### config.mk
export PLATFORM = sky130hd
export DESIGN_NAME = loopback_mixer
export DESIGN_NICKNAME = d
export VERILOG_FILES = /design/src/rtl/lbmix_pkg.sv /design/src/rtl/lb_atten.sv /design/src/rtl/lb_channel.sv /design/src/rtl/loopback_mixer.sv
export SDC_FILE = /design/constraint.sdc
export NUM_CORES = 1
export LEC_CHECK = 0
export BUFFER_PORTS_ARGS = -buffer_cell sky130_fd_sc_hd__buf_2
export CELL_PAD_IN_SITES_DETAIL_PLACEMENT = 0
export CELL_PAD_IN_SITES_GLOBAL_PLACEMENT = 1
export CORE_ASPECT_RATIO = 1.75
export CORE_MARGIN = 4
export CORE_UTILIZATION = 50
export DETAILED_ROUTE_END_ITERATION = 8
export GPL_TIMING_DRIVEN = 0
export HOLD_SLACK_MARGIN = 0.08
export MAX_ROUTING_LAYER = met4
export PLACE_DENSITY_LB_ADDON = 0.1
export SYNTH_ARGS = -nofsm -noshare
export SYNTH_HDL_FRONTEND = slang
export SYNTH_SLANG_ARGS = --single-unit
### constraint.sdc
create_clock -name clk -period 14.4 [get_ports clk]
set_input_delay 2.88 -clock clk [delete_from_list [all_inputs] [get_ports clk]]
set_output_delay 2.88 -clock clk [all_outputs]
set_load 0.01 [all_outputs]
### src/rtl/lbmix_pkg.sv
package lbmix_pkg;

    localparam int SMP_W  = 16;
    localparam int CODE_W = 6;
    localparam int FRAC_W = 15;
    localparam int MANT_W = FRAC_W + 2;

    typedef logic signed [SMP_W-1:0] sample_t;

    // Where the playback operand of a sample comes from
    typedef enum logic [1:0] {
        PSRC_LIVE = 2'd0,
        PSRC_HOLD = 2'd1,
        PSRC_ZERO = 2'd2
    } play_src_e;

    // Inputs of one channel, gathered on one strobe
    typedef struct packed {
        sample_t cap;
        sample_t play;
    } chan_in_t;

    // Unsigned Q15 scale factor for the fine quarter of the 6 dB octave
    function automatic logic [MANT_W-1:0] fine_gain(input logic [1:0] step);
        logic [MANT_W-1:0] g;
        case (step)
            2'd0:    g = MANT_W'(32768);
            2'd1:    g = MANT_W'(27571);
            2'd2:    g = MANT_W'(23197);
            default: g = MANT_W'(19520);
        endcase
        return g;
    endfunction

    function automatic play_src_e pick_play_src(input logic en,
                                                input logic under,
                                                input logic zero_sel);
        play_src_e s;
        if (!en)
            s = PSRC_ZERO;
        else if (!under)
            s = PSRC_LIVE;
        else if (zero_sel)
            s = PSRC_ZERO;
        else
            s = PSRC_HOLD;
        return s;
    endfunction

endpackage

### src/rtl/lb_atten.sv
module lb_atten
    import lbmix_pkg::*;
#(
    parameter int SW = SMP_W,
    parameter int CW = CODE_W
) (
    input  logic signed [SW-1:0] din,
    input  logic        [CW-1:0] code,
    output logic signed [SW-1:0] dout
);
    localparam int PROD_W = SW + MANT_W + 1;

    logic signed [SW-1:0]     coarse;
    logic signed [MANT_W:0]   gain_s;
    logic signed [PROD_W-1:0] prod;

    always_comb begin
        // 6 dB per group of four codes
        coarse = din >>> code[CW-1:2];
        gain_s = $signed({1'b0, fine_gain(code[1:0])});
        prod   = PROD_W'(coarse) * PROD_W'(gain_s);
        // the floor of prod / 2^FRAC_W always fits in SW bits (gain <= 1)
        dout   = prod[FRAC_W +: SW];
    end

endmodule

### src/rtl/lb_channel.sv
module lb_channel
    import lbmix_pkg::*;
#(
    parameter int SW = SMP_W,
    parameter int CW = CODE_W
) (
    input  logic                 clk,
    input  logic                 rst,
    input  logic                 stb,
    input  logic                 mix_en,
    input  logic        [CW-1:0] code,
    input  logic                 zero_on_ur,
    input  logic                 play_en,
    input  logic                 cap_ovr,
    input  logic                 play_ur,
    input  logic signed [SW-1:0] cap,
    input  logic signed [SW-1:0] play,
    output logic signed [SW-1:0] dac
);
    localparam logic signed [SW:0] POS_LIM = (SW+1)'((1 << (SW-1)) - 1);
    localparam logic signed [SW:0] NEG_LIM = -(SW+1)'(1 << (SW-1));

    logic signed [SW-1:0] cap_hold, play_hold;
    logic signed [SW-1:0] cap_op, play_op, cap_att, mix_op;
    logic signed [SW:0]   sum;
    logic signed [SW-1:0] clipped;
    play_src_e            psrc;

    always_comb begin
        cap_op = cap_ovr ? cap_hold : cap;
        psrc   = pick_play_src(play_en, play_ur, zero_on_ur);
        case (psrc)
            PSRC_LIVE: play_op = play;
            PSRC_HOLD: play_op = play_hold;
            default:   play_op = '0;
        endcase
    end

    lb_atten #(.SW(SW), .CW(CW)) u_atten (
        .din  (cap_op),
        .code (code),
        .dout (cap_att)
    );

    always_comb begin
        mix_op = mix_en ? cap_att : '0;
        sum    = {play_op[SW-1], play_op} + {mix_op[SW-1], mix_op};
        if (sum > POS_LIM)
            clipped = POS_LIM[SW-1:0];
        else if (sum < NEG_LIM)
            clipped = NEG_LIM[SW-1:0];
        else
            clipped = sum[SW-1:0];
    end

    always_ff @(posedge clk) begin
        if (rst) begin
            cap_hold  <= '0;
            play_hold <= '0;
            dac       <= '0;
        end else if (stb) begin
            dac <= clipped;
            if (!cap_ovr)
                cap_hold <= cap;
            if (psrc == PSRC_LIVE)
                play_hold <= play;
        end
    end

endmodule

### src/rtl/loopback_mixer.sv
module loopback_mixer
    import lbmix_pkg::*;
#(
    parameter int SW    = SMP_W,
    parameter int CW    = CODE_W,
    parameter int N_CH  = 2
) (
    input  logic                 clk,
    input  logic                 rst,
    input  logic                 smp_stb,
    input  logic                 mix_en,
    input  logic        [CW-1:0] atten_code,
    input  logic                 zero_on_ur,
    input  logic                 play_en,
    input  logic signed [SW-1:0] cap_l,
    input  logic signed [SW-1:0] cap_r,
    input  logic                 cap_ovr,
    input  logic signed [SW-1:0] play_l,
    input  logic signed [SW-1:0] play_r,
    input  logic                 play_ur,
    output logic signed [SW-1:0] dac_l,
    output logic signed [SW-1:0] dac_r
);
    logic signed [SW-1:0] cap_v  [N_CH];
    logic signed [SW-1:0] play_v [N_CH];
    logic signed [SW-1:0] dac_v  [N_CH];

    assign cap_v[0]  = cap_l;
    assign cap_v[1]  = cap_r;
    assign play_v[0] = play_l;
    assign play_v[1] = play_r;
    assign dac_l     = dac_v[0];
    assign dac_r     = dac_v[1];

    for (genvar ch = 0; ch < N_CH; ch++) begin : g_ch
        lb_channel #(.SW(SW), .CW(CW)) u_chan (
            .clk        (clk),
            .rst        (rst),
            .stb        (smp_stb),
            .mix_en     (mix_en),
            .code       (atten_code),
            .zero_on_ur (zero_on_ur),
            .play_en    (play_en),
            .cap_ovr    (cap_ovr),
            .play_ur    (play_ur),
            .cap        (cap_v[ch]),
            .play       (play_v[ch]),
            .dac        (dac_v[ch])
        );
    end

endmodule

==> run metrics, run 1 <==
crit share post-route 0.949; Pint 2.45 mW; Mapped Area 22,400 um2; placed cell area 23,700 um2; dpl hpwl 62.0 mm; share of cells above drive strength 1 0.0736; 1st-pass router iterations 6; post-synthesis compound-gate area fraction 0.104; CTS tree done; Post-DRT Antenna Nets 0; Vias 17,800; Hold Crit Class reg -> reg; clock sink count 96; Pleak 12.3 nW; Syn Inst Count 2,598; DP Worst Slack 139 ps; CTS Hold Bufs 0; hold depth 2; Seq/Total Area, Yosys 0.0858; Sw Pwr 3.18 mW; main combinational cell family by area after synthesis adder cells; Mapped Nets 3,317; I/O Pins 110; CP arrival 13,940 ps; Initial DRC Count 883; IO Port Bufs 106; grt total ovfl 0; row count between 100 and 150; overall power 5.63 mW; simple logic cell fraction of the synthesized area 0.132; Slowest-stage cell, CP fa_1; setup violators final 0; combinational share of power 0.896; register bit total from synthesis 96; mux contribution to synthesized area 0.0504; top cell type's share of synthesized area 0.345; fin. max-slew vios 0; relative slew slack 0.380; Final Skew ~13 ps; core area between 40,000 and 50,000 um2; Worst path max stage delay 600 ps; fin area 24,000 um2; die area between 40,000 and 50,000 um2; Reg2Reg Depth 35; number of global-route vias before repair 19,700; Max H-tree Level 3; final WL 69.7 mm; Cells after DPL ~3,300; cell mode on critical path fa_1; worst-path maximum fanout 10; Die Wd 168 um; Avg WL per Cell 21.2 um; post-route minimum period 13,670 ps; f_max ~73 MHz; RSZ-0062 raised after global routing false; CTS clk-pin slew, worst paths 70 ps; initial antenna violation count 3; Most used DFF post-synth dfxtp_1; Slew @ Worst Pin 928 ps; Avg Cell Area, Syn 8.62 um2; setup_tns 0 ps; unique cell type count in the Yosys netlist 69; Post-synth EDFFs 0; starting density of the core 0.506; startpoint types primary input; total CTS buffers 9; switching part of the total 0.564; Clock power frac 0.046; Clk Latency, worst-skew pair 370 ps; Final WS setup 729 ps; IR drop worst, VDD 283 uV; run status finished clean; top cells by count, synth inv_1, fa_1, nand2_1; xor and xnor area share after synthesis 0.0231; warnings from Yosys 0; Crit Path Class in -> reg; residual DRC count 0; top post-synthesis cells by area fa_1, ha_1, inv_1, dfxtp_1, nand2_1; synth-to-layout area growth 7.01%; leading area contributor after synthesis fa_1; Required @ worst endpoint between 10,000 and 15,000 ps; final net count 3,434; Adder-Cell Fraction of Synth Area 0.487; register share of total power 0.058; # Max-Cap Violations 0; FFs w/ async S/R, synth 0; first-pass GRT wire length around 110 mm; gpl congestion around 1; largest net degree at the start of global routing 15; Root Buffer clkbuf_16; Crit. End Element flop; DR vias/cell about 5.4; PwrDens between 200 and 250 nW/um2; most frequent cell after synthesis inv_1; Fin. Hold Viols 0; CTS Buffer Depth 2; Die Ht a little under 300 um; GRT Total Usage 0.306; non-filler cells, final 3,292
## registers in the layout (all words and copies together), names as in the netlist
register / cells
g_ch.u_chan.dac: 32
g_ch.u_chan.play_hold: 32
g_ch.u_chan.cap_hold: 32
## power by group through the flow
stage	logic [mW]	registers, mW	clock network [mW]
global route	5.78	0.331	0.270
detailed placement	5.04	0.333	0
CTS	5.09	0.328	0.265
finish	5.05	0.328	0.257
floorplan	3.69	0.342	0
global placement	4.91	0.334	0
## kinds of logic (layout without fill, tap and decap cells)
logic type                 after synthesis  count (layout)
other                                    0               3
buffers and inverters                  691             810
and+or+nand+nor                        649             649
xor gates and xnor gates                59              59
DFF                                     96              96
AOI/OAI and AO/OA                      382             382
adders and majority gates              641             641
muxes                                   80              80
## per-stage QoR
step                hold slack (ps)   util
finish                          448  0.541
global route                    468  0.541
CTS                             452  0.541
detailed placement              437  0.534
global placement                434  0.534
floorplan                       433      -
## final timing paths
| check | start | to | slack, ps |
|---|---|---|---|
| hold / removal | g_ch[1].u_chan.dac[6] | g_ch[1].u_chan.dac[6] | 450 |
| setup reg to reg | g_ch[0].u_chan.cap_hold[7] | g_ch[0].u_chan.dac[13] | 3560 |
| hold reg to reg | g_ch[1].u_chan.dac[6] | g_ch[1].u_chan.dac[6] | 450 |
| setup / recovery | atten_code[2] | g_ch[0].u_chan.dac[13] | 730 |
## per-layer routing
metal  GRT usage  wire length, um
met2       0.568            38100
met5           -                0
met3      0.0188             2260
met4       0.151             4160
met1       0.329            25200
## cell type report
| cell class | count | area (um2) |
|---|---|---|
| Timing Repair Buffer | 106 | 531 |
| Tap cell | 572 | 716 |
| Inverter | 601 | 2260 |
| Multi-Input combinational cell | 1811 | 17900 |
| Fill cell | 4297 | 20300 |
| Antenna cell | 3 | 7.51 |
| Clock buffer | 9 | 225 |
| Buffer | 90 | 378 |
| Clock inverter | 4 | 72.6 |
| Sequential cell | 96 | 1920 |
## worst max-delay path: cells and delay by family
| kind | cells | cell delay [ps] |
|---|---|---|
| compound gates | 11 | 2970 |
| buf+inv | 10 | 2080 |
| fa+ha+maj | 9 | 3950 |
| mux | 1 | 310 |
| simple gates | 7 | 1730 |
## placed cells by master, fill, tap and decap left out, types with 17 or more instances in the layout
cell,instances
a21o_1,21
a21oi_1,179
a311oi_1,21
and2_1,64
buf_2,110
clkbuf_1,76
dfxtp_1,96
fa_1,386
ha_1,255
inv_1,598
mux2_2,23
mux2i_1,33
mux4_2,24
nand2_1,314
nand2b_1,38
nor2_1,122
nor2b_1,48
nor3_1,17
o21ai_0,69
xnor2_1,45
## timing repair
item                                    CTS  global route
buffers inserted                          0             0
resized for setup                         0             9
endpoints found under the setup margin    0            32
No activity file was read; power rests on OpenSTA's default activity.
==> run 2: changes to the inputs <==
- CORE_MARGIN: 4 -> 8
- TNS_END_PERCENT: unset -> 1
==> run 2 against run 1 <==
Design area grew 0.19%. Routed wire length grew 1.7%. Non-clock buffer count is the same. Cell count is essentially flat. Count of clock-buffer cells in the layout grew 2. Critical path type unchanged. Largest cell class unchanged. Largest power group unchanged.
==> run metrics, run 2 (synthesis gave the netlist of run 1 again) <==
setup violators final 0 (unchanged); Slowest-stage cell, CP a2111oi_0 (was fa_1); IR drop worst, VDD 437 uV (was 283 uV); GRT Total Usage 0.288 (was 0.306); Reg2Reg Depth 35 (unchanged); run status finished clean (unchanged); Initial DRC Count 902 (was 883); die area 52,100 um2 (was 48,400 um2); met3 routed wirelength 2.53 mm (was 2.26 mm); f_max 72.4 MHz (was 73.1 MHz); combinational share of power 0.891 (was 0.896); Worst Hold Slack 448 ps (about the same); r2r startpoint g_ch[0].u_chan.cap_hold[7] (unchanged); final net count 3,434 (unchanged); Required @ worst endpoint 14,610 ps (was 14,670 ps); RR Endpoint g_ch[0].u_chan.dac[8] (was g_ch[0].u_chan.dac[13]); Largest regs g_ch.u_chan.cap_hold: 32 flops, g_ch.u_chan.dac: 32 flops, g_ch.u_chan.play_hold: 32 flops (unchanged); most frequent cells in the layout inv_1, fa_1, nand2_1 (unchanged); initial antenna violation count 2 (was 3); RSZ-0062 raised after global routing false (unchanged); routed length on met2 38.0 mm (was 38.1 mm); Die Ht 296 um (was 288 um); worst-path maximum fanout 10 (unchanged); dpl hpwl 63.1 mm (was 62.0 mm); Max H-tree Level 3 (unchanged); Worst path max stage delay 820 ps (was 600 ps); core area 44,300 um2 (unchanged); Crit. End Element flop (unchanged); Clock power frac 0.051 (was 0.046); relative slew slack 0.273 (was 0.380); largest net degree at the start of global routing 16 (was 15); residual DRC count 0 (unchanged); total CTS buffers 9 (unchanged); Root Buffer clkbuf_16 (unchanged); Fin. Hold Viols 0 (unchanged); CTS clk-pin slew, worst paths 70 ps (about the same); Post-DRT Antenna Nets 0 (unchanged); CP arrival 14,020 ps (was 13,940 ps); synth-to-layout area growth 7.22% (was 7.01%); Clk Latency, worst-skew pair 360 ps (was 370 ps); startpoint types primary input (unchanged); post-route minimum period 13,810 ps (was 13,670 ps); FF-to-FF setup slack 3570 ps (was 3560 ps); starting density of the core 0.506 (unchanged); Cells after DPL 3,276 (unchanged); non-filler cells, final 3,293 (was 3,292); I/O Pins 110 (unchanged); Pleak 12.4 nW (was 12.3 nW); crit path to g_ch[0].u_chan.dac[8] (was g_ch[0].u_chan.dac[13]); register share of total power 0.058 (about the same); number of global-route vias before repair 19,700 (about the same); fin. max-slew vios 0 (unchanged); first-pass GRT wire length 110 mm (about the same); crit share post-route 0.959 (was 0.949); # Max-Cap Violations 0 (unchanged); CP Launch Point atten_code[2] (unchanged); PwrDens 235 nW/um2 (about the same); clock sink count 96 (unchanged); final WL 70.9 mm (was 69.7 mm); Sw Pwr 3.16 mW (was 3.18 mW); fin area 24,000 um2 (about the same); placed cell area 23,700 um2 (unchanged); Pint 2.50 mW (was 2.45 mW); grt total ovfl 0 (unchanged); Final Skew 7.73 ps (was 13.4 ps); Slew @ Worst Pin 1080 ps (was 928 ps); most common cell after layout, fill and taps aside inv_1 (unchanged); CTS Buffer Depth 2 (unchanged); share of cells above drive strength 1 0.0743 (was 0.0736); Hold Crit Class reg -> reg (unchanged); Vias 17,800 (about the same); Setup Buffers After CTS 0 (unchanged); Avg WL per Cell 21.5 um (was 21.2 um); cell mode on critical path fa_1 (unchanged); switching part of the total 0.558 (was 0.564); M1 wire length 25.1 mm (was 25.2 mm); uppermost routed layer met4 (unchanged); IO Port Bufs 106 (unchanged); 1st-pass router iterations 5 (was 6); Crit Path Class in -> reg (unchanged); Die Wd 176 um (was 168 um); CTS tree done (unchanged); DR vias/cell 5.41 (about the same); gpl congestion 1.00 (was 0.992); row count 102 (unchanged)
run 2: worst min path at each step:
stage          depth (start not counted)                       start                         end
2_1_floorplan                          2  g_ch[1].u_chan.cap_hold[2]  g_ch[1].u_chan.cap_hold[2]
3_3_place_gp                           2       g_ch[1].u_chan.dac[6]       g_ch[1].u_chan.dac[6]
3_5_place_dp                           2       g_ch[1].u_chan.dac[5]       g_ch[1].u_chan.dac[5]
4_1_cts                                2       g_ch[1].u_chan.dac[5]       g_ch[1].u_chan.dac[5]
5_1_grt                                2       g_ch[1].u_chan.dac[5]       g_ch[1].u_chan.dac[5]
6_report                               2       g_ch[1].u_chan.dac[5]       g_ch[1].u_chan.dac[5]
run 2: stage by stage:
stage	util	TNS [ps]	total power [mW]	worst slack (ps)
after floorplan	-	0	4.03	2060
after global placement	0.534	-79.1	5.26	-31.0
after detailed placement	0.534	-356	5.36	-73.9
after CTS	0.542	0	5.69	261
after global routing	0.543	0	6.39	53.3
final	0.543	0	5.65	587
run 2: per-layer routing:
layer | GRT usage | vias up
li1 | - | 8340
met1 | 0.290 | 8745
met2 | 0.528 | 543
met3 | 0.0247 | 194
met4 | 0.185 | 0
met5 | - | -
run 2: power by group through the flow:
stage	Combinational (mW)	Sequential, mW	Clock (mW)
floorplan	3.69	0.342	0
global placement	4.93	0.334	0
detailed placement	5.03	0.334	0
CTS	5.07	0.329	0.294
global route	5.75	0.333	0.302
finish	5.03	0.329	0.290
run 2: cell type report:
| type | count | area, um2 |
|---|---|---|
| flip-flops and latches | 96 | 1920 |
| well taps | 572 | 716 |
| multi-input cells | 1811 | 17900 |
| clock inverters | 5 | 103 |
| diodes | 1 | 2.50 |
| fillers | 4272 | 20300 |
| inverters | 601 | 2260 |
| plain buffers | 90 | 378 |
| clock buffers | 11 | 253 |
| repair buffers | 106 | 531 |
run 2: what timing repair did:
item / CTS / global route
gates resized for setup: 0 / 7
hold buffers: 0 / 0
endpoints found under the setup margin: 0 / 25
run 2: worst max-delay path, delay by kind of cell:
kind / cells / cell delay [ps]
AND/OR/NAND/NOR: 7 / 1510
AO/OA/AOI/OAI: 11 / 3100
multiplexers: 1 / 300
adder cells (fa/ha/maj): 9 / 4210
buffers and inverters: 10 / 1990
==> run 3: changes to the inputs <==
- ABC_AREA: unset -> 1
- CORE_UTILIZATION: 50 -> 49
==> run 3 against run 2 <==
Core utilization fell by 1.4 points. Sequential share of layout area is 0.20 points lower. Power rose by 7.3%. Critical endpoint is now g_ch[0].u_chan.dac[2].
==> run metrics, run 3 <==
crit share post-route 0.869 (was 0.959); Crit Path Class in -> reg (unchanged); gpl congestion 1.01 (was 1.00); crit path to g_ch[0].u_chan.dac[2] (was g_ch[0].u_chan.dac[8]); warnings from Yosys 0 (unchanged); share of cells above drive strength 1 0.0634 (was 0.0743); Setup Buffers After CTS 0 (unchanged); synth-to-layout area growth 6.80% (was 7.22%); RSZ-0062 raised after global routing false (unchanged); ant diodes 0 (was 1); first-pass GRT wire length 126 mm (was 110 mm); top cells by count, synth inv_1, fa_1, nand2_1 (unchanged); DR vias/cell 5.48 (was 5.41); CP arrival 12,790 ps (was 14,020 ps); Mapped Nets 3,752 (was 3,317); Post-CTS Resized 0 (unchanged); clock sink count 96 (unchanged); Post-DRT Antenna Nets 0 (unchanged); grt total ovfl 0 (unchanged); Hold Crit Class reg -> reg (unchanged); number of global-route vias before repair 22,400 (was 19,700); most frequent cells in the layout inv_1, fa_1, nand2_1 (unchanged); Avg Cell Area, Syn 7.60 um2 (was 8.62 um2); Post-synth EDFFs 0 (unchanged); Mapped Area 23,100 um2 (was 22,400 um2); 1st-pass router iterations 6 (was 5); final net count 3,867 (was 3,434); CP Launch Point cap_ovr (was atten_code[2]); critical path depth 41 (was 38); Most used DFF post-synth dfxtp_1 (unchanged); FFs w/ async S/R, synth 0 (unchanged); largest net degree at the start of global routing 18 (was 16); IO Port Bufs 104 (was 106); worst-path maximum fanout 10 (unchanged); Die Ht 303 um (was 296 um); setup violators final 0 (unchanged); unique cell type count in the Yosys netlist 42 (was 69); r2r startpoint g_ch[0].u_chan.cap_hold[15] (was g_ch[0].u_chan.cap_hold[7]); I/O Pins 110 (unchanged); Pleak 13.2 nW (was 12.4 nW); Slowest-stage cell, CP fa_1 (was a2111oi_0); IR drop worst, VDD 225 uV (was 437 uV); Seq/Total Area, Yosys 0.0833 (was 0.0858); cell mode on critical path nand2_1 (was fa_1); fin area 24,600 um2 (was 24,000 um2); Max H-tree Level 3 (unchanged); FF-to-FF setup slack 4400 ps (was 3570 ps); overall power 6.06 mW (was 5.65 mW); CTS Buffer Depth 2 (unchanged); Clk Latency, worst-skew pair 380 ps (was 360 ps); Largest regs g_ch.u_chan.cap_hold: 32 flops, g_ch.u_chan.dac: 32 flops, g_ch.u_chan.play_hold: 32 flops (unchanged); Root Buffer clkbuf_16 (unchanged); register bit total from synthesis 96 (unchanged); Crit. End Element flop (unchanged); Fin. Hold Viols 0 (unchanged); initial antenna violation count 0 (was 2); final WL 82.8 mm (was 70.9 mm); setup_tns 0 ps (unchanged); RR Endpoint g_ch[0].u_chan.dac[2] (was g_ch[0].u_chan.dac[8]); Initial DRC Count 1,311 (was 902); post-route minimum period 12,520 ps (was 13,810 ps); CTS Hold Bufs 0 (unchanged); Slew @ Worst Pin 1070 ps (was 1080 ps); Final Skew 18.1 ps (was 7.73 ps); Die Wd 180 um (was 176 um); PwrDens 246 nW/um2 (was 235 nW/um2); Avg WL per Cell 22.1 um (was 21.5 um); row count 105 (was 102); CTS clk-pin slew, worst paths 80 ps (was 70 ps); Vias 20,500 (was 17,800); top post-synthesis cells by area fa_1, ha_1, inv_1, dfxtp_1, a21oi_1 (was fa_1, ha_1, inv_1, dfxtp_1, nand2_1); leading area contributor after synthesis fa_1 (unchanged); GRT Total Usage 0.318 (was 0.288); Reg2Reg Depth 39 (was 35); Crit path max-delay family adder cells (unchanged); f_max 79.9 MHz (was 72.4 MHz); Worst path max stage delay 580 ps (was 820 ps); CTS tree done (unchanged); relative slew slack 0.281 (was 0.273); core area 46,600 um2 (was 44,300 um2); placed cell area 24,300 um2 (was 23,700 um2); most frequent cell after synthesis inv_1 (unchanged); Worst Hold Slack 457 ps (was 448 ps); top cell type's share of synthesized area 0.335 (was 0.345); total CTS buffers 9 (unchanged); residual DRC count 0 (unchanged); most common cell after layout, fill and taps aside inv_1 (unchanged); # Max-Cap Violations 0 (unchanged); startpoint types primary input (unchanged); fin. max-slew vios 0 (unchanged); die area 54,500 um2 (was 52,100 um2); Syn Inst Count 3,033 (was 2,598); starting density of the core 0.494 (was 0.506); run status finished clean (unchanged); dpl hpwl 73.5 mm (was 63.1 mm); CP bufs+invs 9 (was 10); Required @ worst endpoint 14,670 ps (was 14,610 ps)
-- run 3: cell types whose count changed after synthesis, moves of 46 or more --
cell	previous run	this run
a21oi_1	181	276
and2_1	64	0
inv_1	598	764
nand3_1	11	186
nor2_1	122	289
nor2b_1	48	0
o21ai_0	71	117
-- run 3: worst min-delay path by stage --
stage          cells past startpoint                    startpoint                           end
4_1_cts                            2   g_ch[0].u_chan.play_hold[8]   g_ch[0].u_chan.play_hold[8]
6_report                           2   g_ch[0].u_chan.play_hold[1]   g_ch[0].u_chan.play_hold[1]
3_3_place_gp                       2  g_ch[0].u_chan.play_hold[14]  g_ch[0].u_chan.play_hold[14]
2_1_floorplan                      2  g_ch[0].u_chan.play_hold[10]  g_ch[0].u_chan.play_hold[10]
5_1_grt                            2   g_ch[1].u_chan.play_hold[4]   g_ch[1].u_chan.play_hold[4]
3_5_place_dp                       2   g_ch[0].u_chan.play_hold[8]   g_ch[0].u_chan.play_hold[8]
-- run 3: routing by layer --
| metal | part of all wire | global-route usage | vias to the layer above |
|---|---|---|---|
| li1 | - | - | 9571 |
| met1 | 0.32 | 0.281 | 9932 |
| met2 | 0.54 | 0.597 | 677 |
| met3 | 0.035 | 0.0292 | 302 |
| met4 | 0.10 | 0.286 | 0 |
| met5 | 0 | - | - |
-- run 3: where the power goes --
part           internal (mW)  total (mW)  leakage (nW)  switching [mW]
Sequential             0.309       0.329         0.793          0.0200
Clock                  0.142       0.265         0.148           0.123
Combinational           1.92        5.47          12.3            3.55
Total                   2.37        6.06          13.2            3.69
-- run 3: worst register-to-register path: cells and delay by family, from the launching register on --
kind	cells	cell delay [ps]
adder cells (fa/ha/maj)	9	4170
AND/OR/NAND/NOR	14	2450
flip-flops	1	340
AO/OA/AOI/OAI	8	1390
XOR/XNOR	1	330
buffers and inverters	7	1230
-- run 3: cells by family (layout without fill, tap and decap cells) --
| group | count (synthesis) | count (layout) | synth area share |
|---|---|---|---|
| AOI/OAI and AO/OA | 488 | 488 | 0.116 |
| DFF | 96 | 96 | 0.0833 |
| buffers and inverters | 862 | 982 | 0.145 |
| and+or+nand+nor | 907 | 907 | 0.168 |
| adders and majority gates | 641 | 641 | 0.473 |
| xor gates and xnor gates | 39 | 39 | 0.0148 |
-- run 3: through the flow --
stage | instances | worst slack [ps] | utilization
3_3_place_gp | 3725 | 1660 | 0.521
3_5_place_dp | 3725 | 1650 | 0.521
6_report | 3741 | 1880 | 0.528
5_1_grt | 3741 | 1380 | 0.528
4_1_cts | 3741 | 2030 | 0.528
2_1_floorplan | 3033 | 3760 | -
-- run 3: cell type report --
class,instances,area (um2)
timing repair buffer,104,520
inverter,770,2900
fill,4709,22000
clock buffer,10,239
buffer,92,443
tap,588,736
sequential,96,1920
clock inverter,6,73.8
multi-input combinational,2075,17800
